`config.mk`:
```
export PLATFORM = sky130hd
export DESIGN_NAME = mdio_master
export DESIGN_NICKNAME = d
export VERILOG_FILES = /design/src/rtl/mdio_master_pkg.sv /design/src/rtl/mdio_clkgen.sv /design/src/rtl/mdio_frame_fmt.sv /design/src/rtl/mdio_shifter.sv /design/src/rtl/mdio_master.sv
export SDC_FILE = /design/constraint.sdc
export NUM_CORES = 1
export LEC_CHECK = 0
export ABC_AREA = 1
export BUFFER_PORTS_ARGS = -buffer_cell sky130_fd_sc_hd__buf_2
export CAP_MARGIN = 20
export CORE_MARGIN = 2
export CORE_UTILIZATION = 50
export DETAILED_ROUTE_END_ITERATION = 7
export PLACE_DENSITY = 0.73
export RECOVER_POWER = 50
export REMOVE_ABC_BUFFERS = 1
export SLEW_MARGIN = 20
export SYNTH_ARGS = -nofsm -noshare
export SYNTH_HDL_FRONTEND = slang
export SYNTH_HIERARCHICAL = 1
export SYNTH_SLANG_ARGS = --single-unit
export TNS_END_PERCENT = 10
```
`constraint.sdc`:
```
create_clock -name clk -period 5.7 [get_ports clk]
set_input_delay 1.14 -clock clk [delete_from_list [all_inputs] [get_ports clk]]
set_output_delay 1.14 -clock clk [all_outputs]
set_load 0.1 [all_outputs]
```
`src/rtl/mdio_master_pkg.sv`:
```
package mdio_master_pkg;

   localparam logic [7:0] OFS_MODE  = 8'h40;
   localparam logic [7:0] OFS_ADDR  = 8'h44;
   localparam logic [7:0] OFS_WDATA = 8'h48;
   localparam logic [7:0] OFS_RDATA = 8'h4C;
   localparam logic [7:0] OFS_CMD   = 8'h50;

   localparam int CLAUSE_BIT = 8;
   localparam int START_BIT  = 8;
   localparam int BUSY_BIT   = 16;

   typedef enum logic [1:0] {
      OP_ADDR = 2'b00,
      OP_WR   = 2'b01,
      OP_RD22 = 2'b10,
      OP_RD45 = 2'b11
   } op_e;

   typedef struct packed {
      logic [1:0]  st;
      logic [1:0]  op;
      logic [4:0]  phy;
      logic [4:0]  reg_f;
      logic [1:0]  ta;
      logic [15:0] data;
   } frame_t;

endpackage

```
`src/rtl/mdio_clkgen.sv`:
```
module mdio_clkgen #(
   parameter int DIV = 50
) (
   input  logic clk,
   input  logic rst_n,
   input  logic run,
   output logic mdc,
   output logic rise,
   output logic fall
);
   localparam int HALF = DIV / 2;
   localparam int CW   = (HALF > 1) ? $clog2(HALF) : 1;

   if (DIV < 2 || (DIV % 2) != 0) begin : g_bad_div
      $error("mdio_clkgen: DIV must be even and at least 2");
   end

   logic tick;
   logic mdc_q;

   if (HALF == 1) begin : g_fast
      assign tick = run;
   end else begin : g_count
      logic [CW-1:0] cnt_q;
      always_ff @(posedge clk or negedge rst_n) begin
         if (!rst_n)                        cnt_q <= '0;
         else if (!run)                     cnt_q <= '0;
         else if (cnt_q == CW'(HALF - 1))   cnt_q <= '0;
         else                               cnt_q <= cnt_q + 1'b1;
      end
      assign tick = run && (cnt_q == CW'(HALF - 1));
   end

   always_ff @(posedge clk or negedge rst_n) begin
      if (!rst_n)     mdc_q <= 1'b0;
      else if (!run)  mdc_q <= 1'b0;
      else if (tick)  mdc_q <= ~mdc_q;
   end

   assign mdc  = mdc_q;
   assign rise = tick && !mdc_q;
   assign fall = tick && mdc_q;

endmodule

```
`src/rtl/mdio_frame_fmt.sv`:
```
module mdio_frame_fmt
   import mdio_master_pkg::*;
(
   input  logic        c45,
   input  logic [1:0]  code,
   input  logic [4:0]  phy,
   input  logic [4:0]  regad,
   input  logic [15:0] wdata,
   output frame_t      word,
   output logic        is_read,
   output logic        legal
);
   always_comb begin
      word       = '0;
      word.st    = c45 ? 2'b00 : 2'b01;
      word.phy   = phy;
      word.reg_f = regad;
      word.ta    = 2'b10;
      word.data  = wdata;
      is_read    = 1'b0;
      legal      = 1'b1;
      if (c45) begin
         case (code)
            2'd0:    word.op = OP_ADDR;
            2'd1:    word.op = OP_WR;
            2'd2: begin
               word.op = OP_RD45;
               is_read = 1'b1;
            end
            default: legal = 1'b0;
         endcase
      end else begin
         case (code)
            2'd0: begin
               word.op = OP_RD22;
               is_read = 1'b1;
            end
            2'd1:    word.op = OP_WR;
            default: legal = 1'b0;
         endcase
      end
   end
endmodule

```
`src/rtl/mdio_shifter.sv`:
```
module mdio_shifter
   import mdio_master_pkg::*;
#(
   parameter int PRE_LEN = 32
) (
   input  logic        clk,
   input  logic        rst_n,
   input  logic        start,
   input  frame_t      word,
   input  logic        is_read,
   input  logic        rise,
   input  logic        fall,
   input  logic        mdio_i,
   output logic        busy,
   output logic        mdio_o,
   output logic        mdio_oe,
   output logic        rd_load,
   output logic [15:0] rd_val
);
   localparam int TOTAL    = PRE_LEN + 32;
   localparam int IW       = $clog2(TOTAL);
   localparam int TA_POS   = PRE_LEN + 14;
   localparam int DATA_POS = PRE_LEN + 16;

   logic          busy_q;
   logic [IW-1:0] idx_q;
   logic [31:0]   sh_q;
   logic          rd_q;
   logic [15:0]   cap_q;
   logic          last;

   assign last = busy_q && fall && (idx_q == IW'(TOTAL - 1));

   always_ff @(posedge clk or negedge rst_n) begin
      if (!rst_n) begin
         busy_q <= 1'b0;
         idx_q  <= '0;
         sh_q   <= '0;
         rd_q   <= 1'b0;
      end else if (start && !busy_q) begin
         busy_q <= 1'b1;
         idx_q  <= '0;
         sh_q   <= word;
         rd_q   <= is_read;
      end else if (busy_q && fall) begin
         if (last) busy_q <= 1'b0;
         else      idx_q  <= idx_q + 1'b1;
         if (idx_q >= IW'(PRE_LEN)) sh_q <= {sh_q[30:0], 1'b0};
      end
   end

   always_ff @(posedge clk or negedge rst_n) begin
      if (!rst_n)
         cap_q <= '0;
      else if (busy_q && rise && rd_q && idx_q >= IW'(DATA_POS))
         cap_q <= {cap_q[14:0], mdio_i};
   end

   assign busy    = busy_q;
   assign mdio_o  = (busy_q && idx_q >= IW'(PRE_LEN)) ? sh_q[31] : 1'b1;
   assign mdio_oe = busy_q && !(rd_q && idx_q >= IW'(TA_POS));
   assign rd_load = last && rd_q;
   assign rd_val  = cap_q;

endmodule

```
`src/rtl/mdio_master.sv`:
```
module mdio_master
   import mdio_master_pkg::*;
#(
   parameter int CLK_DIV = 50,
   parameter int PRE_LEN = 32,
   parameter int ADDR_W  = 8,
   parameter int BUS_W   = 32
) (
   input  logic              clk,
   input  logic              rst_n,
   input  logic [ADDR_W-1:0] bus_addr,
   input  logic              bus_we,
   input  logic [BUS_W-1:0]  bus_wdata,
   output logic [BUS_W-1:0]  bus_rdata,
   output logic              mdc,
   output logic              mdio_o,
   output logic              mdio_oe,
   input  logic              mdio_i
);
   if (BUS_W < BUSY_BIT + 1) begin : g_bad_bus
      $error("mdio_master: BUS_W too narrow for the command register");
   end
   if (ADDR_W < 8) begin : g_bad_addr
      $error("mdio_master: ADDR_W must reach offset 0x50");
   end
   if (PRE_LEN < 1) begin : g_bad_pre
      $error("mdio_master: PRE_LEN must be positive");
   end

   logic [BUS_W-1:0] mode_q;
   logic [4:0]       phy_q;
   logic [4:0]       regad_q;
   logic [15:0]      wdat_q;
   logic [15:0]      rdat_q;
   logic [1:0]       code_q;

   logic   sel_mode, sel_addr, sel_wdat, sel_rdat, sel_cmd;
   frame_t fr_word;
   logic   fr_read, fr_legal;
   logic   busy, start;
   logic   tick_rise, tick_fall;
   logic   rd_load;
   logic [15:0] rd_val;

   assign sel_mode = bus_addr == ADDR_W'(OFS_MODE);
   assign sel_addr = bus_addr == ADDR_W'(OFS_ADDR);
   assign sel_wdat = bus_addr == ADDR_W'(OFS_WDATA);
   assign sel_rdat = bus_addr == ADDR_W'(OFS_RDATA);
   assign sel_cmd  = bus_addr == ADDR_W'(OFS_CMD);

   assign start = bus_we && sel_cmd && bus_wdata[START_BIT] && fr_legal && !busy;

   always_ff @(posedge clk or negedge rst_n) begin
      if (!rst_n) begin
         mode_q  <= '0;
         phy_q   <= '0;
         regad_q <= '0;
         wdat_q  <= '0;
         code_q  <= '0;
      end else if (bus_we) begin
         if (sel_mode) mode_q <= bus_wdata;
         if (sel_addr) begin
            phy_q   <= bus_wdata[12:8];
            regad_q <= bus_wdata[4:0];
         end
         if (sel_wdat) wdat_q <= bus_wdata[15:0];
         if (start)    code_q <= bus_wdata[1:0];
      end
   end

   always_ff @(posedge clk or negedge rst_n) begin
      if (!rst_n)       rdat_q <= '0;
      else if (rd_load) rdat_q <= rd_val;
   end

   always_comb begin
      bus_rdata = '0;
      if (sel_mode) bus_rdata = mode_q;
      if (sel_addr) begin
         bus_rdata[12:8] = phy_q;
         bus_rdata[4:0]  = regad_q;
      end
      if (sel_wdat) bus_rdata[15:0] = wdat_q;
      if (sel_rdat) bus_rdata[15:0] = rdat_q;
      if (sel_cmd) begin
         bus_rdata[1:0]      = code_q;
         bus_rdata[BUSY_BIT] = busy;
      end
   end

   mdio_frame_fmt u_fmt (
      .c45     (mode_q[CLAUSE_BIT]),
      .code    (bus_wdata[1:0]),
      .phy     (phy_q),
      .regad   (regad_q),
      .wdata   (wdat_q),
      .word    (fr_word),
      .is_read (fr_read),
      .legal   (fr_legal)
   );

   mdio_clkgen #(.DIV(CLK_DIV)) u_clk (
      .clk  (clk),
      .rst_n(rst_n),
      .run  (busy),
      .mdc  (mdc),
      .rise (tick_rise),
      .fall (tick_fall)
   );

   mdio_shifter #(.PRE_LEN(PRE_LEN)) u_shift (
      .clk     (clk),
      .rst_n   (rst_n),
      .start   (start),
      .word    (fr_word),
      .is_read (fr_read),
      .rise    (tick_rise),
      .fall    (tick_fall),
      .mdio_i  (mdio_i),
      .busy    (busy),
      .mdio_o  (mdio_o),
      .mdio_oe (mdio_oe),
      .rd_load (rd_load),
      .rd_val  (rd_val)
   );

endmodule

```
# ---- Word-level counts from Yosys, hierarchy flattened
# Cells that the tools add are included.
dict set report word_totals {
  mem_count 0
  latch_bits 0
  elab_cells 94
  input_bits 44
  mem_bits_ro 0
  reg_bits 138
  mem_bits_rw 0
  out_inout_bits 35
}
dict set report classes {
  n_div 0
  bitwise_logic 1
  multipliers 0
  shift 0
  reduce_logical 33
  magnitude_cmp 3
  n_addsub 2
  eq_ne 11
  muxes 31
}
# operator n
set op_table {}
lappend op_table {{2-to-1 mux 32 bit} 4}
lappend op_table {{equality test 8 x 7 -> 1 bit (second input constant)} 5}
lappend op_table {{2-to-1 mux 16 bit} 2}
lappend op_table {{2-to-1 mux 5 bit} 4}
lappend op_table {{>= comparator 6 bit (second input constant)} 3}
lappend op_table {{2-to-1 mux 6 bit} 3}
lappend op_table {{logical AND 1 bit} 17}
lappend op_table {{2-to-1 mux 1 bit} 14}
lappend op_table {{AND reduction 2 bit} 7}
lappend op_table {{case mux 2 bit (2 select lines)} 2}
lappend op_table {{adder 6 x 1 -> 6 bit (second input constant)} 1}
lappend op_table {{equality test 6 bit (second input constant)} 1}
lappend op_table {{nonzero test 2 bit} 3}
lappend op_table {{adder 5 x 1 -> 5 bit (second input constant)} 1}
lappend op_table {{equality test 5 bit (second input constant)} 1}
lappend op_table {{2-to-1 mux 2 bit} 2}
lappend op_table {{!= test 2 bit (second input constant)} 2}
lappend op_table {{logical NOT 1 bit} 3}
lappend op_table {{OR reduction 3 bit} 1}
lappend op_table {{equality test 2 x 1 -> 1 bit (second input constant)} 1}
lappend op_table {{equality test 2 bit (second input constant)} 1}
lappend op_table {{logical NOT 2 bit} 1}
lappend op_table {{OR reduction 2 bit} 1}
lappend op_table {{NOT 1 bit} 1}

# ---- Longest topological paths before layout
dict set report depth {
  depth_word 9
  depth_mapped 16
  depth_no_buf 13
}

# ---- Hierarchy
# Netlist, hierarchy kept.
# mod n_inst area_each_um2 cells_each
set by_module_without_submodules {}
lappend by_module_without_submodules {mdio_master 1 3681.0 419}
lappend by_module_without_submodules {mdio_shifter 1 2916.5 369}
lappend by_module_without_submodules {mdio_clkgen 1 339.1 43}
lappend by_module_without_submodules {mdio_frame_fmt 1 339.1 48}

# ---- Worst setup path after synthesis
# No wires, ideal clock.
dict set report synth_path {
  path_type {input -> output}
  from {input bus_addr[1]}
  to {output bus_rdata[13]}
  cell_stages 5
  required_time_ns 4.560
  path_buffers 0
  arrival_time_ns 3.037
  slack_ns 1.523
  cell_sequence {inv_1 nand2_4 nor2_8 nand2_4 o211ai_1}
}
dict set report synth_between {
  elab_chain_len 4
}
# element line_no
set synth_rtl {}
lappend synth_rtl {{start, declared} mdio_master.sv:11} ;# input logic [ADDR_W-1:0] bus_addr,
lappend synth_rtl {{equality test 8 x 7 -> 1 bit} mdio_master.sv:45} ;# assign sel_mode = bus_addr == ADDR_W'(OFS_MODE);
lappend synth_rtl {{2-to-1 mux 32 bit} mdio_master.sv:78} ;# if (sel_mode) bus_rdata = mode_q;
lappend synth_rtl {{2-to-1 mux 16 bit} mdio_master.sv:83} ;# if (sel_wdat) bus_rdata[15:0] = wdat_q;
lappend synth_rtl {{2-to-1 mux 16 bit (*)} mdio_master.sv:84} ;# if (sel_rdat) bus_rdata[15:0] = rdat_q;
lappend synth_rtl {{end, declared} mdio_master.sv:14} ;# output logic [BUS_W-1:0] bus_rdata,
# Mark *: on every way between the ends. The rest lies on a longest branch, timed or not.

# ---- Final worst setup path
dict set report layout_path {
  from {input bus_addr[5]}
  to {output bus_rdata[5]}
}
# The elaborated chain is that of the path after synthesis.

==> flow_metrics.py <==
metrics = {
    "drt": {
        "wl_per_cell_um": 14.5,
        "wl_um": 16100,
        "drt_pass1_iterations": 5,
        "drtIter0Drc": 477,
        "vias": 5636,
        "viasPerCell": 5.09,
        "drc": 0,
        "antenna_left": 0,
    },
    "clocking": {
        "postCtsHoldBufs": 0,
        "clock_sinks": 138,
        "htreeDepth": 4,
        "clockRootBuffer": "clkbuf_16",
        "clk_path_buf_depth": 2,
        "cts.repair.resized": 0,
        "clk_latency_ns": 0.42,
        "cts_setup_buffers": 0,
        "cts_tree": "yes",
        "cts_inserted_buffers": 17,
        "clk_pin_slew_ns": 0.06,
    },
    "sta": {
        "slew_headroom_pct": -55.4,
        "worst_hold_slack_ns": 0.471,
        "fin_skew_ns": 0.00699,
        "min_period_over_period_pct": 80.1,
        "worst_slew_pin_slew_ns": 2.33,
        "max_freq_mhz": 219,
        "rsz0062_at_grt": "no",
        "min_period_ns": 4.57,
        "final-setup-viol-count": 0,
        "hold_violations": 0,
        "drv_slew": 94,
        "tns_ns": 0,
        "fin_ws_ns": 1.13,
    },
    "placed_design": {
        "io_buffers": 78,
        "dp_slack_ns": 1.14,
        "hpwlAfterDp_um": 10000,
        "gp_congestion": 0.799,
    },
    "hold_path": {
        "min_to": "mode_q[29]$_DFFE_PN0P_",
        "holdPathStages": 2,
        "hold_path.class": "flip-flop to flip-flop",
        "hold_start": "mode_q[29]$_DFFE_PN0P_",
    },
    "worst_setup_path": {
        "arrival_ns": 3.43,
        "cp_cell_sequence": "buf_2 > inv_1 > nand2_1 > nor2_4 > nand2_2 > inv_2 > nand2_1 > o211ai_1 > buf_2",
        "end_kind": "primary output",
        "cp_max_fo": 24,
        "r2r_slack_ns": 2.61,
        "critical_path_required_ns": 4.56,
        "timing.rr.end": "u_shift/sh_q[27]$_DFFE_PN0P_",
        "timing.rr.start": "u_shift/busy$_DFFE_PN0P_",
        "critPathSlowestCell": "nor2_4",
        "reg2regPathDepth": 6,
        "path_class": "input port to primary output",
        "slowest_delay_ns": 0.51,
        "startpoint_type": "input port",
    },
    "status": {
        "violations": "capacitance limit, slew limit",
        "status": "complete, but fails checks",
    },
    "layout": {
        "final_cell_mix": "nand2_1, dfrtp_1, inv_1, nand3_1, buf_2",
        "final_common_cell": "nand2_1",
        "area_delta_synth_final_pct": 9.99,
        "num_antenna_cells": 0,
        "nets": 962,
        "n_fill_cell": 1312,
        "drive_above_1_share_pct": 21.5,
    },
    "global_route": {
        "grt_usage_pct": 21.8,
        "antenna_found_initial": 0,
        "overflow": 0,
        "grt_pass1_wl_um": 27200,
        "grt_pass1_vias": 5289,
        "grt_max_degree": 94,
    },
    "floorplan": {
        "die-area_um2": 15500,
        "die_w_um": 125,
        "rows": 44,
        "core-area_um2": 14400,
        "start_util_pct": 50.6,
        "die_h_um": 125,
        "io_pins": 79,
    },
    "yosys": {
        "ys_warn_count": 6,
        "syn_area_um2": 7280,
        "syn_inst": 879,
        "ys_ff_latch": 138,
        "postSynthAreaPerCell_um2": 8.28,
        "synthDistinctLibCells": 31,
        "synth-seq-area-share_pct": 47.5,
    },
    "power_and_ir_drop": {
        "switchingPower_w": 0.000499,
        "leakagePower_nw": 4.15,
        "p_per_area_nw_per_um2": 284,
        "clkPwrFrac_pct": 50.8,
        "vdd_drop_max_uv": 266,
        "intPower_w": 0.00177,
        "p_comb_share_pct": 4.2,
        "power_frac_seq_pct": 45.0,
        "swShare_pct": 22.0,
    },
    "run": {
        "maxCapViolations": 1,
    },
}
-- cell type report --
type	count	area (µm²)	area share [%]
clock buffer	18	439	5.49
clock inverter	14	178	2.22
inverter	106	398	4.97
multi-input combinational	563	2880	35.9
sequential	138	3450	43.2
tap	184	230	2.88
timing repair buffer	84	429	5.36
-- per-stage QoR --
step	total power, W	cell area, µm²	utilization, %	std cells
after floorplan	0.00108	6730	-	807
after global placement	0.00113	7400	51.5	1075
after detailed placement	0.00114	7400	51.5	1075
after CTS	0.00229	8020	55.8	1107
after global routing	0.00235	8000	55.7	1107
final	0.00227	8000	55.7	1107
-- cell usage after synthesis (all sizes together) --
master    n  area (µm²)
nor2     49         236
and2      1        6.26
o211ai    7        52.6
mux2     16         180
ha        8         100
xnor2     1        8.76
dfrtp   138        3450
o21a      9        67.6
a21oi     9        45.0
nand2   281        1100
inv     106         398
nand4    11        68.8
buf      65         518
nand3    89         450
o21ai    78         544
conb      2        7.51
clkbuf    8        30.0
or2       1        6.26
-- routing by layer --
layer / wire [µm] / vias up / part of all wire [%] / global-route usage (%)
met5: 0 / - / 0 / 0
met4: 214 / 0 / 1.3 / 6.01
met3: 783 / 20 / 4.9 / 4.77
met2: 7760 / 158 / 48 / 35.3
met1: 7290 / 2661 / 45 / 29.9
li1: - / 2797 / - / -
-- state kept, by name, summed over array words and instances, names as in the netlist --
name                 flops
phy_q                    5
rdat_q                  16
wdat_q                  16
u_shift/rd_q             1
u_clk/mdc                1
u_clk/g_count.cnt_q      5
u_shift/idx_q            6
code_q                   2
regad_q                  5
u_shift/busy             1
mode_q                  32
u_shift/rd_val          16
u_shift/sh_q            32
-- logic make-up after synthesis --
family                   after synthesis  synth area share (%)
adder cells (fa/ha/maj)                8                  1.38
flip-flops                           138                  47.5
AO/OA/AOI/OAI                        103                  9.75
XOR/XNOR                               1                 0.120
multiplexers                          16                  2.48
buffers and inverters                179                  13.0
other                                  2                 0.103
AND/OR/NAND/NOR                      432                  25.7
-- power by group through the flow --
stage / logic [W] / clock network [W] / registers (W)
2_1_floorplan: 0.0000465 / 0 / 0.00103
3_3_place_gp: 0.0000964 / 0 / 0.00104
3_5_place_dp: 0.0000986 / 0 / 0.00104
4_1_cts: 0.0000989 / 0.00117 / 0.00102
5_1_grt: 0.000110 / 0.00122 / 0.00102
6_report: 0.0000961 / 0.00115 / 0.00102
-- worst max-delay path by stage --
stage | startpoint | endpoint | slack [ns]
finish | bus_addr[5] | bus_rdata[5] | 1.13
floorplan | bus_addr[7] | bus_rdata[13] | 1.29
global route | bus_addr[5] | bus_rdata[5] | 0.93
CTS | bus_addr[7] | bus_rdata[5] | 1.12
global placement | bus_addr[7] | bus_rdata[5] | 1.16
detailed placement | bus_addr[7] | bus_rdata[5] | 1.14
-- worst max-delay path, delay by kind of cell --
kind                   cells  cell delay, ns
buffers and inverters      4            1.09
and+or+nand+nor            4            1.05
AOI/OAI and AO/OA          1            0.13
Power figures use the tool's default switching activity.
